===== src/rtl/pix_lookup_pkg.sv =====
package pix_lookup_pkg;

  localparam int REG_AW = 2;

  localparam logic [REG_AW-1:0] SEL_CTRL  = 2'd0;
  localparam logic [REG_AW-1:0] SEL_RMASK = 2'd1;
  localparam logic [REG_AW-1:0] SEL_BMASK = 2'd2;

  // Control register layout; bit positions are fixed by the CPU view.
  typedef struct packed {
    logic       spare;      // [7] stored only
    logic       ram_src;    // [6]
    logic [1:0] rate;       // [5:4]
    logic       ov0_blink;  // [3]
    logic       ov1_blink;  // [2]
    logic       ov1_en;     // [1]
    logic       ov0_en;     // [0]
  } ctrl_t;

endpackage


===== src/rtl/pix_lookup_regs.sv =====
module pix_lookup_regs
  import pix_lookup_pkg::*;
#(
  parameter int DW = 8
) (
  input  logic              clk,
  input  logic              rst,
  input  logic              we,
  input  logic [REG_AW-1:0] addr,
  input  logic [DW-1:0]     wdata,
  output logic [DW-1:0]     rdata,
  output ctrl_t             ctrl,
  output logic [DW-1:0]     rmask,
  output logic [DW-1:0]     bmask
);

  always_ff @(posedge clk) begin
    if (rst) begin
      ctrl <= '0;
    end else if (we && addr == SEL_CTRL) begin
      ctrl <= ctrl_t'(wdata);
    end
  end

  // Mask registers carry no reset, so they map onto plain fabric registers.
  always_ff @(posedge clk) begin
    if (we && addr == SEL_RMASK) rmask <= wdata;
    if (we && addr == SEL_BMASK) bmask <= wdata;
  end

  always_ff @(posedge clk) begin
    if (rst) begin
      rdata <= '0;
    end else begin
      case (addr)
        SEL_CTRL:  rdata <= DW'(ctrl);
        SEL_RMASK: rdata <= rmask;
        SEL_BMASK: rdata <= bmask;
        default:   rdata <= '0;
      endcase
    end
  end

endmodule


===== src/rtl/pix_lookup_blink.sv =====
module pix_lookup_blink #(
  parameter int LIT_SHORT  = 16,
  parameter int DARK_SHORT = 16,
  parameter int DARK_LONG  = 48,
  parameter int LIT_LONG   = 32,
  parameter int DARK_MID   = 32,
  localparam int TOT_A = LIT_SHORT + DARK_LONG,
  localparam int TOT_B = LIT_SHORT + DARK_SHORT,
  localparam int TOT_C = LIT_LONG + DARK_MID,
  localparam int TOT_AB = (TOT_A > TOT_B) ? TOT_A : TOT_B,
  localparam int TOT_MAX = (TOT_AB > TOT_C) ? TOT_AB : TOT_C,
  localparam int CW = $clog2(TOT_MAX + 1)
) (
  input  logic          clk,
  input  logic          rst,
  input  logic          vsync,
  input  logic [1:0]    rate,
  output logic [CW-1:0] cnt,
  output logic          step,
  output logic          dark
);

  logic          vsync_q;
  logic [CW-1:0] lit_len;
  logic [CW-1:0] last;

  always_comb begin
    case (rate)
      2'b00: begin
        lit_len = CW'(LIT_SHORT);
        last    = CW'(TOT_A - 1);
      end
      2'b01: begin
        lit_len = CW'(LIT_SHORT);
        last    = CW'(TOT_B - 1);
      end
      default: begin
        lit_len = CW'(LIT_LONG);
        last    = CW'(TOT_C - 1);
      end
    endcase
  end

  assign step = vsync & ~vsync_q;
  assign dark = (cnt >= lit_len);

  always_ff @(posedge clk) begin
    if (rst) begin
      vsync_q <= 1'b0;
      cnt     <= '0;
    end else begin
      vsync_q <= vsync;
      if (step) cnt <= (cnt >= last) ? '0 : cnt + 1'b1;
    end
  end

endmodule


===== src/rtl/pix_lookup_path.sv =====
module pix_lookup_path
  import pix_lookup_pkg::*;
#(
  parameter int PW = 8,
  parameter int OW = 2
) (
  input  logic          clk,
  input  logic          rst,
  input  logic [PW-1:0] pix_in,
  input  logic [OW-1:0] ovl_in,
  input  ctrl_t         ctrl,
  input  logic [PW-1:0] rmask,
  input  logic [PW-1:0] bmask,
  input  logic          dark,
  output logic [PW-1:0] out_addr,
  output logic [OW-1:0] out_ovl,
  output logic          out_ram
);

  logic [OW-1:0] ov_en;
  logic [OW-1:0] ov_blk;
  logic [OW-1:0] ov_c;
  logic [PW-1:0] plane_c;

  assign ov_en  = {ctrl.ov1_en, ctrl.ov0_en};
  assign ov_blk = {ctrl.ov1_blink, ctrl.ov0_blink};

  for (genvar i = 0; i < OW; i++) begin : g_ovl
    assign ov_c[i] = ovl_in[i] & ov_en[i] & ~(ov_blk[i] & dark);
  end

  assign plane_c = pix_in & rmask & ~(bmask & {PW{dark}});

  always_ff @(posedge clk) begin
    if (rst) begin
      out_addr <= '0;
      out_ovl  <= '0;
      out_ram  <= 1'b0;
    end else begin
      out_addr <= plane_c;
      out_ovl  <= ov_c;
      out_ram  <= (ov_c == '0) & ctrl.ram_src;
    end
  end

endmodule


===== src/rtl/pix_lookup_prep.sv =====
module pix_lookup_prep
  import pix_lookup_pkg::*;
#(
  parameter int PW = 8,
  parameter int OW = 2
) (
  input  logic              clk,
  input  logic              rst,
  input  logic [PW-1:0]     pix_in,
  input  logic [OW-1:0]     ovl_in,
  input  logic              vsync,
  input  logic              cpu_we,
  input  logic [REG_AW-1:0] cpu_addr,
  input  logic [PW-1:0]     cpu_wdata,
  output logic [PW-1:0]     cpu_rdata,
  output logic [PW-1:0]     out_addr,
  output logic [OW-1:0]     out_ovl,
  output logic              out_ram
);

  ctrl_t         ctrl;
  logic [PW-1:0] rmask;
  logic [PW-1:0] bmask;
  logic [5:0]    blink_cnt;
  logic          blink_step;
  logic          blink_dark;

  pix_lookup_regs #(.DW(PW)) u_regs (
    .clk   (clk),
    .rst   (rst),
    .we    (cpu_we),
    .addr  (cpu_addr),
    .wdata (cpu_wdata),
    .rdata (cpu_rdata),
    .ctrl  (ctrl),
    .rmask (rmask),
    .bmask (bmask)
  );

  pix_lookup_blink u_blink (
    .clk   (clk),
    .rst   (rst),
    .vsync (vsync),
    .rate  (ctrl.rate),
    .cnt   (blink_cnt[5:0]),
    .step  (blink_step),
    .dark  (blink_dark)
  );

  pix_lookup_path #(.PW(PW), .OW(OW)) u_path (
    .clk      (clk),
    .rst      (rst),
    .pix_in   (pix_in),
    .ovl_in   (ovl_in),
    .ctrl     (ctrl),
    .rmask    (rmask),
    .bmask    (bmask),
    .dark     (blink_dark),
    .out_addr (out_addr),
    .out_ovl  (out_ovl),
    .out_ram  (out_ram)
  );

endmodule


===== config.mk =====
export PLATFORM = sky130hd
export DESIGN_NAME = pix_lookup_prep
export DESIGN_NICKNAME = d
export VERILOG_FILES = /design/src/rtl/pix_lookup_pkg.sv /design/src/rtl/pix_lookup_regs.sv /design/src/rtl/pix_lookup_blink.sv /design/src/rtl/pix_lookup_path.sv /design/src/rtl/pix_lookup_prep.sv
export SDC_FILE = /design/constraint.sdc
export NUM_CORES = 1
export LEC_CHECK = 0
export BUFFER_PORTS_ARGS = -buffer_cell sky130_fd_sc_hd__buf_2
export CAP_MARGIN = 5
export CORE_MARGIN = 4
export CORE_UTILIZATION = 40
export CTS_CLUSTER_SIZE = 20
export DETAILED_ROUTE_END_ITERATION = 10
export SYNTH_ARGS = -nofsm -noshare
export SYNTH_HDL_FRONTEND = slang
export SYNTH_SLANG_ARGS = --single-unit

===== constraint.sdc =====
create_clock -name clk -period 1.5 [get_ports clk]
set_clock_uncertainty 0.1 [all_clocks]
set_input_delay 0 -clock clk [delete_from_list [all_inputs] [get_ports clk]]
set_output_delay 0 -clock clk [all_outputs]
set_load 0.005 [all_outputs]

==> results.md, run 1 <==
- Post-synth top area cell: dfxtp_1
- Hold WS: a little under 50 ps
- Async SR Flop Fraction: 0%
- CTS tree: built
- Total power: 2.63 mW
- CTS sink count: 51
- Area Overhead vs Synth: 35.3%
- Static leakage: 1.21 nW
- Worst setup path category: reg2reg
- Critical-path top delay cell: dfxtp_4
- Final hold vios: 0
- Crit share post-route: ~99%
- Worst Max-Slew Pin Slew: 349 ps
- Worst reg2reg path depth: 6
- WHS Path Cells: 3
- Comb power frac: 11.8%
- Setup total negative slack: 0 ps
- Tot GR Track Use: between 10% and 20%
- Crit-path max cell delay: 380 ps
- Layout Cells excl Fill: 337
- Reg power frac: between 50% and 60%
- Syn Inst Count: 187
- Worst Path Max Fanout: 6
- CP Buf/Inv Count: 2
- Crit end category: flip-flop
- CORE AREA: 0.00517 mm^2
- Die X: 81.6 um
- CP Data Required Time: 1590 ps
- Total Wirelength: 4970 um
- Slew headroom: roughly three quarters
- Via count: 1,630
- Internal Pwr Total: 2.01 mW
- Clock Power Share: 30.9%
- Wire per inst: ~15 um
- Dpl cells: a little over 300
- Placed wire-length estimate: 3410 um
- Placed Instance Area: roughly 0.0025 mm^2
- Starting Density: 41.8%
- Sequential fraction of the synthesis area: 54.6%
- Maximum number of pins on one net before global-route repair: 16
- Top cells by area, synth: dfxtp_1 (32%), edfxtp_1 (22%), mux2i_1 (7.9%)
- Final Max Slew Viols: 0
- Pwr/cell area: 899 mW/mm^2
- DRC errors left: 0
- Post-Syn Area per Cell: between 10 and 15 um^2
- Switching power: a little over 0.6 mW
- Final Wtd Congestion: ~0.8
- Outcome: finished, final reports clean
- EDFF count, synth: 16
- Reg clk slew, reported paths: ~90 ps
- Hold Path Sink: u_regs.rdata[3]$_SDFF_PP0_
- Layout cells sized above 1: 36.3%
- Initial antenna violation count: 0
- Min cycle time layout: approximately 1500 ps
- First DRT Iteration DRCs: 96
- Sw Ratio: 23.7%
- Vias in the first global route: about 1,600
- Critical hold path startpoint: cpu_addr[0]
- Die height: approximately 82 um
- Hold Path Class: in2reg
- Htree depth: 2
- Total Die Area: 0.00665 mm^2
- Synth Warn #: 0
- Main synth FF type: dfxtp_1
- Area share of the largest cell type after synthesis: about a third
- Max Cap Viol: 0
- Worst R2R Start: u_regs.ctrl[5]$_SDFFE_PP0P_
- F_max: a little under 700 MHz
- Vias per cell: 4.84
- Setup crit start kind: flip-flop
- Post-synthesis cell area: 0.00216 mm^2
- Net Count, Synth: around 220
- VDD IR-drop max: 451 uV
- IO buf count: 42
- Synth Register Bits: 51
- Delay-heaviest family, CP: flip-flops
- Clock Latency Late Sink: 300 ps
- Longest Clk Path Bufs: 2
- Post-synth top cells: dfxtp_1 (35), nand2_1 (19), mux2i_1 (17), edfxtp_1 (16)
- Reg-to-reg slack, setup: between 10 and 15 ps
- Initial DRT Pass Iterations: 4
- Crit path cell chain: inv_4, ha_4, nand4b_1, o211ai_2, buf_6, a211oi_2
- Final setup violation count: 0
- GR Overflow Total: 0
- Crit path DAT: roughly 1600 ps
- RSZ-0062 raised after global routing: yes
- Nets: slightly below 300
- Global-route wire length before repair: 7790 um
- Post-DRT Antenna Nets: 0
- CTS Buf Count: 5
- Unique cell type count in the Yosys netlist: 43
- Boundary Pins: between 40 and 50
- Antenna cells: 0
- Most common cell in the netlist: dfxtp_1
- End of the worst register-to-register path: u_path.out_addr[2]$_SDFF_PP0_
- CTS Root Cell: clkbuf_8
- FP Rows: 26
- Post-route cell area: about 0.0029 mm^2
==> power groups by stage <==
stage | combinational (mW) | clock [mW] | sequential, mW
floorplan | 0.142 | 0 | 1.54
global placement | 0.255 | 0 | 1.54
detailed placement | 0.256 | 0 | 1.54
CTS | 0.300 | 0.843 | 1.51
global route | 0.342 | 0.895 | 1.52
finish | 0.311 | 0.814 | 1.51
==> how the worst max path moves through the flow <==
stage                           startpoint  slack (ps)                             to  cells after the start
2_1_floorplan  u_blink.cnt[4]$_SDFFE_PP0P_          30   u_path.out_ovl[0]$_SDFF_PP0_                      6
3_3_place_gp   u_regs.ctrl[4]$_SDFFE_PP0P_         -20    u_blink.cnt[2]$_SDFFE_PP0P_                      5
3_5_place_dp   u_regs.ctrl[5]$_SDFFE_PP0P_          -6  u_path.out_addr[3]$_SDFF_PP0_                      6
4_1_cts        u_blink.cnt[4]$_SDFFE_PP0P_          -7  u_path.out_addr[2]$_SDFF_PP0_                      6
5_1_grt        u_regs.ctrl[5]$_SDFFE_PP0P_         -60   u_path.out_ovl[0]$_SDFF_PP0_                      6
6_report       u_regs.ctrl[5]$_SDFFE_PP0P_          10  u_path.out_addr[2]$_SDFF_PP0_                      6
==> sequential cells by signal (all words and copies together) (netlist names) <==
register         cells
u_regs.rmask         8
u_blink.cnt          7
u_regs.rdata         8
u_regs.bmask         8
u_path.out_ram       1
u_blink.vsync_q      1
u_path.out_ovl       2
u_regs.ctrl          8
u_path.out_addr      8
==> through the flow <==
stage | utilization, % | setup WS, ps
detailed placement | 49.0 | -6.06
finish | 56.6 | 14.8
floorplan | - | 32.1
global route | 56.6 | -64.9
CTS | 54.9 | -7.39
global placement | 49.0 | -22.7
==> cell families after synthesis <==
kind of cell | Yosys count | share of synthesized area (%)
compound gates | 33 | 13.6
xor+xnor | 2 | 0.809
fa+ha+maj | 5 | 2.89
buf+inv | 15 | 3.70
flops | 51 | 54.6
mux | 17 | 7.86
simple gates | 64 | 16.6
==> cells in the final DEF (no fill, tap or decap), types with 5 or more instances in the layout <==
master,Yosys,final
buf_2,4,42
dfxtp_1,35,31
dlygate4sd3_1,0,21
nand2_1,19,19
mux2i_1,17,17
edfxtp_1,16,16
buf_4,1,15
a21oi_1,11,11
nor2_1,11,10
a211oi_2,9,9
or2_0,8,8
clkbuf_8,0,6
nor3_1,6,5
==> tightest hold or removal path: cells and delay by family <==
family | cells | cell delay (ps)
compound gates | 1 | 50
buf+inv | 1 | 210
simple gates | 1 | 140
==> layout make-up <==
type                            count  area (um^2)
Fill cell                         453         2240
Clock buffer                        6         82.6
Clock inverter                      2         11.3
Timing Repair Buffer               81          567
Sequential cell                    51         1190
Tap cell                           70         87.6
Inverter                            6         27.5
Multi-Input combinational cell    121          963
==> per-layer routing <==
layer,global-route usage (%),vias to the layer above,share of wire [%]
met2,25.5,48,47
met1,20.7,753,47
li1,-,824,-
met3,3.62,5,5.0
met4,4.56,0,0.72
met5,0,-,0
==> timing repair <==
item | in CTS | in global routing
setup endpoints to repair | 7 | 15
gates resized for setup | 2 | 20
endpoints found under the hold margin | 38 | 0
hold buffers | 21 | 0
pin swaps | 0 | 17
buffers inserted | 0 | 1
Note: power is estimated with default switching activity, not from simulation.
==> run 2: changes to the inputs <==
- CAP_MARGIN: 5 -> 20
- SYNTH_HIERARCHICAL: default -> 1
==> results.md, run 2 <==
- Outcome: finished with violations
- Failing checks: negative setup slack
- First DRT Iteration DRCs: 61
- Sequential fraction of the synthesis area: 55.7%
- Total Wirelength: 4710 um
- Die height: 80.8 um
- Total of fill cells in the finished design: 451
- Boundary Pins: 43
- Most frequent cells in the layout: buf_2 (42), dfxtp_1 (31), nand2_1 (29)
- Starting Density: 41.5%
- Final Max Slew Viols: 0
- Post-DRT Antenna Nets: 0
- Area share of the largest cell type after synthesis: 33.1%
- Top cells by area, synth: dfxtp_1 (33%), edfxtp_1 (23%), a211oi_1 (8.9%)
- Maximum number of pins on one net before global-route repair: 29
- GR Overflow Total: 0
- Reg power frac: 57.2%
- Async SR Flop Fraction: 0%
- Total Die Area: roughly 0.0065 mm^2
- Vias in the first global route: 1,592
- Main synth FF type: dfxtp_1
- Clock Power Share: 30.8%
- CORE AREA: a little over 0.005 mm^2
- Antenna cells: 0
- Crit path DAT: 1830 ps
- Via count: ~1,700
- CTS sink count: 51
- Slew headroom: 71.9%
- Total power: 2.64 mW
- RSZ-0062 raised after global routing: yes
- Crit end category: flip-flop
- Initial antenna violation count: 0
- FP Rows: 26
- Post-synth top cells: dfxtp_1 (35), nand2_1 (30), a211oi_1 (25), edfxtp_1 (16), a21oi_1 (10)
- Comb power frac: a little under an eighth
- Setup total negative slack: -1500 ps
- CTS Root Cell: clkbuf_8
- Pwr/cell area: between 900 and 1000 mW/mm^2
- Hold Path Class: in2reg
- Static leakage: 1.17 nW
- Reg clk slew, reported paths: 90 ps
- Most common cell in the netlist: dfxtp_1
- Htree depth: 2
- Layout Cells excl Fill: 346
- CTS Buf Count: 5
- Setup crit start kind: flip-flop
- Final Wtd Congestion: approximately 0.75
- Worst Path Max Fanout: 3
- Sw Ratio: about a quarter
- Switching power: 0.659 mW
- Most common cell after layout, fill and taps aside: buf_2
- IO buf count: 42
- DRC errors left: 0
- Initial DRT Pass Iterations: 4
- Dpl cells: 315
- EDFF count, synth: 16
- F_max: 588 MHz
- Vias per cell: 4.91
- Wire per inst: 13.6 um
- Hold WS: about 46 ps
- Longest Clk Path Bufs: 2
- Internal Pwr Total: 1.99 mW
- Area Overhead vs Synth: 38.5%
- Post-synthesis cell area: 0.00212 mm^2
- Global-route wire length before repair: 7540 um
- Synth Register Bits: 51
- Worst setup path category: reg2reg
- Tot GR Track Use: approximately 15%
- Final setup violation count: 16
- Final Util: around 57%
- Post-Syn Area per Cell: 10.8 um^2
- Clock Latency Late Sink: 310 ps
- Placed Instance Area: around 0.0025 mm^2
- Crit share post-route: 113%
- VDD IR-drop max: between 600 and 700 uV
- Net Count, Synth: 225
- Worst Max-Slew Pin Slew: 421 ps
- Final hold vios: 0
- Placed wire-length estimate: 3310 um
- Layout cells sized above 1: 37.0%
- Syn Inst Count: 196
- Nets: between 300 and 400
- Setup WS pre-CTS: -180 ps
- Min cycle time layout: 1700 ps
- Synth Warn #: 6
- Post-route cell area: 0.00294 mm^2
- Unique cell type count in the Yosys netlist: 43
- Die X: a little over 80 um
- CP Data Required Time: 1630 ps
- CTS tree: built
- Post-synth top area cell: dfxtp_1
- Post-route worst setup slack: -200 ps
- Max Cap Viol: 0
==> run 2: power by group through the flow <==
stage,clock network (mW),registers (mW),logic (mW)
finish,0.813,1.51,0.319
global route,0.891,1.52,0.352
floorplan,0,1.54,0.139
global placement,0,1.54,0.255
CTS,0.841,1.51,0.315
detailed placement,0,1.54,0.258
==> run 2: kinds of logic after synthesis <==
logic type               Yosys count  share of synthesized area, %
multiplexers                       1                         0.472
adder cells (fa/ha/maj)            5                          2.95
AND/OR/NAND/NOR                   73                          19.8
XOR/XNOR                           2                         0.827
buffers and inverters             17                          4.66
flip-flops                        51                          55.7
AO/OA/AOI/OAI                     47                          15.5
==> run 2: cell type report <==
| type | count | area, um^2 | area share (%) |
|---|---|---|---|
| clock buffer | 5 | 68.8 | 2.34 |
| clock inverter | 3 | 23.8 | 0.810 |
| inverter | 7 | 26.3 | 0.895 |
| multi-input combinational | 128 | 960 | 32.7 |
| sequential | 51 | 1190 | 40.6 |
| tap | 70 | 87.6 | 2.98 |
| timing repair buffer | 82 | 579 | 19.7 |
==> run 2: timing repair <==
item	in CTS	in global routing
hold buffers	21	0
endpoints found under the setup margin	15	17
hold endpoints to repair	41	0
gates resized for setup	15	9
pin swaps	3	3
setup buffers	1	1
==> run 2: worst paths after layout <==
check,slack (ps),depth (start not counted),endpoint,from
worst min-delay path,50,4,u_regs/ctrl[5]$_SDFFE_PP0P_,cpu_we
worst max-delay path,-200,5,u_blink/cnt[5]$_SDFFE_PP0P_,u_regs/ctrl[5]$_SDFFE_PP0P_
worst max register to register,-200,5,u_blink/cnt[5]$_SDFFE_PP0P_,u_regs/ctrl[5]$_SDFFE_PP0P_
worst min register to register,370,2,u_regs/ctrl[7]$_SDFFE_PP0P_,u_regs/ctrl[7]$_SDFFE_PP0P_
==> run 2: worst max-delay path: stages, from the launching register on <==
cell and delay (ps):
dfxtp_4 370, nor2b_4 120, ha_4 210, or2b_4 200
or3b_4 370, o32ai_2 250
==> run 2: metal layers <==
| metal | GRT usage (%) | part of all wire (%) | vias up |
|---|---|---|---|
| met1 | 19.1 | 45 | 772 |
| met5 | 0 | 0 | - |
| met4 | 5.57 | 1.5 | 0 |
| met2 | 26.4 | 47 | 53 |
| met3 | 3.77 | 6.6 | 6 |
| li1 | - | - | 869 |
